$ cat src/rtl/eth_dafilt_pkg.sv
package eth_dafilt_pkg;

   typedef struct packed {
      logic accept;
      logic miss;
   } dafilt_dec_t;

   // one byte of a reflected CRC, LSB first
   function automatic logic [31:0] crc_step_byte(input logic [31:0] crc_in,
                                                 input logic [7:0]  data,
                                                 input logic [31:0] poly);
      logic [31:0] c;
      c = crc_in ^ {24'd0, data};
      for (int b = 0; b < 8; b++) begin
         c = c[0] ? ((c >> 1) ^ poly) : (c >> 1);
      end
      return c;
   endfunction

endpackage

$ cat src/rtl/eth_dafilt_crc.sv
module eth_dafilt_crc #(
   parameter int          CRC_W     = 32,
   parameter logic [31:0] CRC_POLY  = 32'hEDB8_8320,
   parameter int          HASH_BITS = 6
) (
   input  logic                 clk,
   input  logic                 rst_n,
   input  logic                 step,
   input  logic                 first,
   input  logic [7:0]           din,
   output logic [HASH_BITS-1:0] hash_idx
);
   import eth_dafilt_pkg::*;

   logic [CRC_W-1:0] crc_q;
   logic [CRC_W-1:0] crc_seed;
   logic [CRC_W-1:0] crc_nxt;

   assign crc_seed = first ? {CRC_W{1'b1}} : crc_q;
   assign crc_nxt  = crc_step_byte(crc_seed, din, CRC_POLY);

   // index taken from the inverted running value including this byte
   assign hash_idx = ~crc_nxt[CRC_W-1 -: HASH_BITS];

   always_ff @(posedge clk or negedge rst_n) begin
      if (!rst_n) begin
         crc_q <= {CRC_W{1'b1}};
      end else if (step) begin
         crc_q <= crc_nxt;
      end
   end

endmodule

$ cat src/rtl/eth_dafilt_cmp.sv
module eth_dafilt_cmp #(
   parameter int ADDR_BYTES = 6,
   localparam int POS_W     = $clog2(ADDR_BYTES),
   localparam int ADDR_W    = ADDR_BYTES * 8
) (
   input  logic              clk,
   input  logic              rst_n,
   input  logic              step,
   input  logic              first,
   input  logic [POS_W-1:0]  pos,
   input  logic [7:0]        din,
   input  logic [ADDR_W-1:0] stn_addr,
   output logic              uc_eq,
   output logic              all_ones,
   output logic              grp_bit
);

   logic [7:0] exp_byte [ADDR_BYTES];
   logic [7:0] exp_sel;
   logic       eq_q;
   logic       ones_q;
   logic       grp_q;

   // destination byte k lines up with the k-th most significant address byte
   for (genvar k = 0; k < ADDR_BYTES; k++) begin : g_exp
      assign exp_byte[k] = stn_addr[(ADDR_BYTES-1-k)*8 +: 8];
   end

   always_comb begin
      exp_sel = exp_byte[pos];
   end

   assign uc_eq    = (first | eq_q)   & (din == exp_sel);
   assign all_ones = (first | ones_q) & (&din);
   assign grp_bit  = first ? din[0] : grp_q;

   always_ff @(posedge clk or negedge rst_n) begin
      if (!rst_n) begin
         eq_q   <= 1'b0;
         ones_q <= 1'b0;
         grp_q  <= 1'b0;
      end else if (step) begin
         eq_q   <= uc_eq;
         ones_q <= all_ones;
         grp_q  <= grp_bit;
      end
   end

endmodule

$ cat src/rtl/eth_dafilt_seq.sv
module eth_dafilt_seq #(
   parameter int ADDR_BYTES = 6,
   localparam int POS_W     = $clog2(ADDR_BYTES)
) (
   input  logic             clk,
   input  logic             rst_n,
   input  logic             rx_vld,
   input  logic             rx_sof,
   input  logic             rx_eof,
   input  logic             all_ones,
   input  logic             grp_bit,
   input  logic             uc_eq,
   input  logic             hash_hit,
   input  logic             cfg_bcast_rej,
   input  logic             cfg_hash_all,
   input  logic             cfg_promisc,
   output logic             step,
   output logic             first,
   output logic [POS_W-1:0] pos,
   output logic             dec_vld,
   output eth_dafilt_pkg::dafilt_dec_t dec
);
   import eth_dafilt_pkg::*;

   localparam logic [POS_W-1:0] LAST_POS = POS_W'(ADDR_BYTES - 1);

   logic             collecting_q;
   logic [POS_W-1:0] cnt_q;
   logic             is_last;
   logic             is_short;
   logic             use_hash;
   logic             hit;
   dafilt_dec_t      dec_q;
   logic             dec_vld_q;

   assign step     = rx_vld & (rx_sof | collecting_q);
   assign first    = rx_vld & rx_sof;
   assign pos      = rx_sof ? '0 : cnt_q;
   assign is_last  = step & (pos == LAST_POS);
   assign is_short = step & rx_eof & ~is_last;

   assign use_hash = ~all_ones & (grp_bit | cfg_hash_all);
   assign hit      = all_ones ? ~cfg_bcast_rej : (use_hash ? hash_hit : uc_eq);

   always_ff @(posedge clk or negedge rst_n) begin
      if (!rst_n) begin
         collecting_q <= 1'b0;
         cnt_q        <= '0;
      end else if (step) begin
         if (is_last || is_short) begin
            collecting_q <= 1'b0;
            cnt_q        <= '0;
         end else begin
            collecting_q <= 1'b1;
            cnt_q        <= pos + 1'b1;
         end
      end
   end

   always_ff @(posedge clk or negedge rst_n) begin
      if (!rst_n) begin
         dec_vld_q <= 1'b0;
         dec_q     <= '0;
      end else begin
         dec_vld_q <= is_last | is_short;
         if (is_last) begin
            dec_q.accept <= hit | cfg_promisc;
            dec_q.miss   <= ~hit;
         end else if (is_short) begin
            dec_q.accept <= 1'b0;
            dec_q.miss   <= 1'b1;
         end else if (first) begin
            dec_q <= '0;
         end
      end
   end

   assign dec_vld = dec_vld_q;
   assign dec     = dec_q;

endmodule

$ cat src/rtl/eth_rx_dest_filter.sv
module eth_rx_dest_filter #(
   parameter int          ADDR_BYTES = 6,
   parameter int          HASH_BITS  = 6,
   parameter logic [31:0] CRC_POLY   = 32'hEDB8_8320,
   localparam int         HASH_SIZE  = 1 << HASH_BITS,
   localparam int         POS_W      = $clog2(ADDR_BYTES)
) (
   input  logic                 clk,
   input  logic                 rst_n,
   input  logic                 rx_vld,
   input  logic                 rx_sof,
   input  logic                 rx_eof,
   input  logic [7:0]           rx_byte,
   input  logic [15:0]          stn_addr_hi,
   input  logic [31:0]          stn_addr_lo,
   input  logic [HASH_SIZE-1:0] hash_tbl,
   input  logic                 cfg_bcast_rej,
   input  logic                 cfg_hash_all,
   input  logic                 cfg_promisc,
   output logic                 dec_vld,
   output logic                 dec_accept,
   output logic                 dec_miss
);
   import eth_dafilt_pkg::*;

   // the station address is split over a 16-bit and a 32-bit register
   if (ADDR_BYTES != 6) begin : g_bad_addr
      $error("ADDR_BYTES must be 6 to match the station address registers");
   end
   if (HASH_BITS < 1 || HASH_BITS > 12) begin : g_bad_hash
      $error("HASH_BITS out of range");
   end

   logic                 step;
   logic                 first;
   logic [POS_W-1:0]     pos;
   logic [HASH_BITS-1:0] hash_idx;
   logic                 uc_eq;
   logic                 all_ones;
   logic                 grp_bit;
   logic                 hash_hit;
   dafilt_dec_t          dec;

   eth_dafilt_crc #(
      .CRC_W     (32),
      .CRC_POLY  (CRC_POLY),
      .HASH_BITS (HASH_BITS)
   ) crc_i (
      .clk      (clk),
      .rst_n    (rst_n),
      .step     (step),
      .first    (first),
      .din      (rx_byte),
      .hash_idx (hash_idx)
   );

   eth_dafilt_cmp #(
      .ADDR_BYTES (ADDR_BYTES)
   ) cmp_i (
      .clk      (clk),
      .rst_n    (rst_n),
      .step     (step),
      .first    (first),
      .pos      (pos),
      .din      (rx_byte),
      .stn_addr ({stn_addr_hi, stn_addr_lo}),
      .uc_eq    (uc_eq),
      .all_ones (all_ones),
      .grp_bit  (grp_bit)
   );

   assign hash_hit = hash_tbl[hash_idx];

   eth_dafilt_seq #(
      .ADDR_BYTES (ADDR_BYTES)
   ) seq_i (
      .clk           (clk),
      .rst_n         (rst_n),
      .rx_vld        (rx_vld),
      .rx_sof        (rx_sof),
      .rx_eof        (rx_eof),
      .all_ones      (all_ones),
      .grp_bit       (grp_bit),
      .uc_eq         (uc_eq),
      .hash_hit      (hash_hit),
      .cfg_bcast_rej (cfg_bcast_rej),
      .cfg_hash_all  (cfg_hash_all),
      .cfg_promisc   (cfg_promisc),
      .step          (step),
      .first         (first),
      .pos           (pos),
      .dec_vld       (dec_vld),
      .dec           (dec)
   );

   assign dec_accept = dec.accept;
   assign dec_miss   = dec.miss;

endmodule

$ cat config.mk
export PLATFORM = sky130hd
export DESIGN_NAME = eth_rx_dest_filter
export DESIGN_NICKNAME = d
export VERILOG_FILES = /design/src/rtl/eth_dafilt_pkg.sv /design/src/rtl/eth_dafilt_crc.sv /design/src/rtl/eth_dafilt_cmp.sv /design/src/rtl/eth_dafilt_seq.sv /design/src/rtl/eth_rx_dest_filter.sv
export SDC_FILE = /design/constraint.sdc
export NUM_CORES = 1
export LEC_CHECK = 0
export BUFFER_PORTS_ARGS = -buffer_cell sky130_fd_sc_hd__buf_4
export CORE_MARGIN = 2
export CORE_UTILIZATION = 37
export DETAILED_ROUTE_END_ITERATION = 7
export PLACE_DENSITY = 0.71
export SLEW_MARGIN = 5
export SYNTH_ARGS = -nofsm -noshare
export SYNTH_HDL_FRONTEND = slang
export SYNTH_SLANG_ARGS = --single-unit
$ cat constraint.sdc
create_clock -name clk -period 4.1 [get_ports clk]
set_input_delay 0 -clock clk [delete_from_list [all_inputs] [get_ports clk]]
set_output_delay 0 -clock clk [all_outputs]
set_load 0.05 [all_outputs]
==> summary.md <==
| Metric | Value |
|---|---|
| Synthesis warning total | 0 |
| IO Pins | 131 |
| Clock sink total | 42 |
| PwrDens | 983 mW/mm^2 |
| Sequential share of the synthesized area | 0.267 |
| Final cell count without fillers | 739 |
| 1st-iter DRT viols | 236 |
| Seq pwr share | 0.170 |
| Area grow syn2layout | 31.3% |
| TritonCTS buffer count | 5 |
| Post-Syn Area | 0.00408 mm^2 |
| Mapped Cells | 481 |
| Final Hold Fails | 0 |
| Period utilization | 0.870 |
| Primary FF master, synth | dfstp_2 |
| Post-cts sizing count | 0 |
| Root Buffer | clkbuf_8 |
| Critical Path End Type | flop |
| Die Y | 109 um |
| Mapped Nets | 611 |
| Detail Route Antenna Nets | 0 |
| Drt first pass iters | 5 |
| GP Congestion | 0.895 |
| Internal | 2.75 mW |
| Nets | 728 |
| Yosys reg bits | 42 |
| RSZ-0062 raised after global routing | false |
| Slowest stage cell on the critical path | xnor3_2 |
| Final setup fails | 0 |
| Post-CTS Setup Bufs | 0 |
| Detailed-route DRC error count | 0 |
| Die ar. | 0.0119 mm^2 |
| Initial antenna violation count | 0 |
| Total grt overflow | 0 |
| Largest net degree at the start of global routing | 43 |
| Status | complete, no violations |
| Final worst path period need | 3570 ps |
| Max clock buf depth | 2 |
| # port buffers | 130 |
| Crit path DAT | 3760 ps |
| EDFF count, synth | 0 |
| Clk Latency, worst-skew pair | 300 ps |
| # hold bufs at CTS | 2 |
| Max-Cap Viols | 0 |
| Die Span X | 109 um |
| Clk pin slew, worst setup/hold paths | 90 ps |
| Core ar. | 0.0108 mm^2 |
| CTS tree | done |
| DP HPWL | 10.2 mm |
| Maximum vdd drop | 0.607 mV |
| Post-DR wirelength/cell | 17.6 um |
| Largest fanout on the critical path | 10 |
| FMAX | 280 MHz |
| Number of vias per cell | 5.77 |
| Layout cells sized above 1 | 0.359 |
| Count of pins over their slew limit | 0 |
| Switching power | 2.52 mW |
| Startpoint types | flop |
| Syn Area/Cell | 8.49 um^2 |
| Comb pwr share | 0.751 |
| Via Count | 4266 |
| Async set or reset register ratio after synthesis | 1.00 |
| Final wirelength | 13.0 mm |
| Worst clock skew | 7.61 ps |
| Crit Path Category | reg2reg |
| Site Rows | 38 |
| Reg2reg path depth | 9 |
| Netlist cell types | 62 |
| Crit path cell chain | a21oi_2 > xor2_2 > xnor3_2 > xnor3_2 > o22a_1 > mux4_2 > a221oi_2 > a211oi_1 > o32a_1 |
| Hold Path Cell Cnt | 4 |
| CTS H-tree depth | 2 |
| Max_slew headroom | 0.461 |
| Worst-margin pin slew | 803 ps |
| Initial Util | 0.378 |
| Sw frac | 0.479 |
| Fin Setup TNS | 0 ps |
| ANT cells | 0 |
| First-pass GRT wire length | 21.1 mm |
| Max stage delay on crit path | 620 ps |
| GRT Total Usage | 0.225 |
| Static Leak | 2.26 nW |
| CP required | 4290 ps |
| Critical Path Most Common Cell | xnor3_2 |
| Post-Place Cells | 729 |
| Clock share of power | 0.078 |
| Vias in the first global route | 4258 |
| Worst Hold Class | in2reg |
## power groups by stage
| stage | Sequential, mW | Combinational (mW) | Clock, mW |
|---|---|---|---|
| 2_1_floorplan | 0.819 | 2.93 | 0 |
| 6_report | 0.897 | 3.96 | 0.413 |
| 4_1_cts | 0.892 | 3.93 | 0.415 |
| 3_3_place_gp | 0.886 | 3.85 | 0 |
| 5_1_grt | 0.919 | 4.28 | 0.435 |
| 3_5_place_dp | 0.894 | 3.90 | 0 |
## layer usage
layer,vias to the layer above,track usage,routed length [um]
met5,-,0,0
met3,24,0.0377,905
met1,2029,0.289,5460
met4,0,0.0769,261
met2,188,0.382,6410
li1,2025,-,-
## worst paths after layout
check                                     start              end  slack [ps]
worst max-delay path             crc_i.crc_q[2]     seq_i.dec[1]         530
worst min-delay path                cfg_promisc     seq_i.dec[1]          20
worst max register to register   crc_i.crc_q[2]     seq_i.dec[1]         530
worst min register to register  crc_i.crc_q[31]  crc_i.crc_q[31]         480
max in group asynchronous                 rst_n  crc_i.crc_q[25]        3480
min in group asynchronous                 rst_n      cmp_i.grp_q         250
## cells in the mapped netlist, drive strengths merged, types with 4 or more instances
master  instances  area share
a21oi          40       0.051
a221oi         12       0.027
a22oi          16       0.029
and2            4      0.0067
buf            12       0.018
clkbuf         28       0.026
dfrtp          10       0.061
dfstp          32        0.21
inv             8      0.0074
mux2            8       0.022
mux2i          10       0.025
nand2          35       0.034
nand2b          8       0.012
nand4           4      0.0061
nor2           49       0.045
nor3           10       0.012
o21ai          12       0.016
o221ai          9       0.019
o22a            4      0.0086
o22ai          31       0.048
o31ai          11       0.020
o32ai           8       0.017
xnor2          54        0.12
xnor3           5       0.029
xor2           21       0.047
## state kept, by name (all words and copies together), names as in the netlist
| register | flops |
|---|---|
| seq_i.cnt_q | 3 |
| crc_i.crc_q | 32 |
| seq_i.dec | 2 |
| seq_i.dec_vld | 1 |
| cmp_i.eq_q | 1 |
| cmp_i.ones_q | 1 |
| seq_i.collecting_q | 1 |
| cmp_i.grp_q | 1 |
## stage by stage
step | hold slack [ps] | util | power, mW | worst slack (ps) | instance area, um^2
CTS | 21.5 | 0.497 | 5.24 | 559 | 5360
finish | 21.0 | 0.497 | 5.27 | 533 | 5360
global route | 34.1 | 0.497 | 5.64 | 440 | 5360
global placement | 15.9 | 0.482 | 4.73 | 663 | 5200
detailed placement | 25.5 | 0.482 | 4.79 | 587 | 5200
floorplan | -296 | - | 3.75 | 963 | 4080
## layout by cell type (no fill, tap or decap), drive strengths merged, types with 3 or more instances in the layout
cell type,instances
nor4,3
o32ai,8
nand2,35
nor3,10
o221ai,9
nor2,49
a21oi,40
xnor2,54
a221oi,12
a211o,3
buf,148
o31ai,11
inv,8
clkbuf,6
mux2i,10
o22a,4
xnor3,5
dfstp,32
o22ai,31
xor2,21
nand4,4
a211oi,3
dfrtp,10
or3,3
and2,4
nand2b,8
mux2,8
a22oi,16
o21ai,12
## final cells by class
cell class / count / area (um^2)
Fill cell: 987 / 5430
Timing Repair Buffer: 150 / 1130
Clock inverter: 2 / 60.1
Multi-Input combinational cell: 391 / 2790
Sequential cell: 42 / 1090
Tap cell: 140 / 175
Inverter: 8 / 30.0
Clock buffer: 6 / 82.6
## cells by family after synthesis
logic type	count (synthesis)	synth area share
xor+xnor	80	0.195
fa+ha+maj	2	0.00613
mux	20	0.0576
compound gates	165	0.284
simple gates	124	0.139
flops	42	0.267
buf+inv	48	0.0509
## worst max-delay path: cells and delay by family (launching register included)
family / cells / cell delay (ps)
XOR/XNOR: 3 / 1340
multiplexers: 1 / 470
AO/OA/AOI/OAI: 5 / 1080
flip-flops: 1 / 550
No activity file was read; power rests on OpenSTA's default activity.
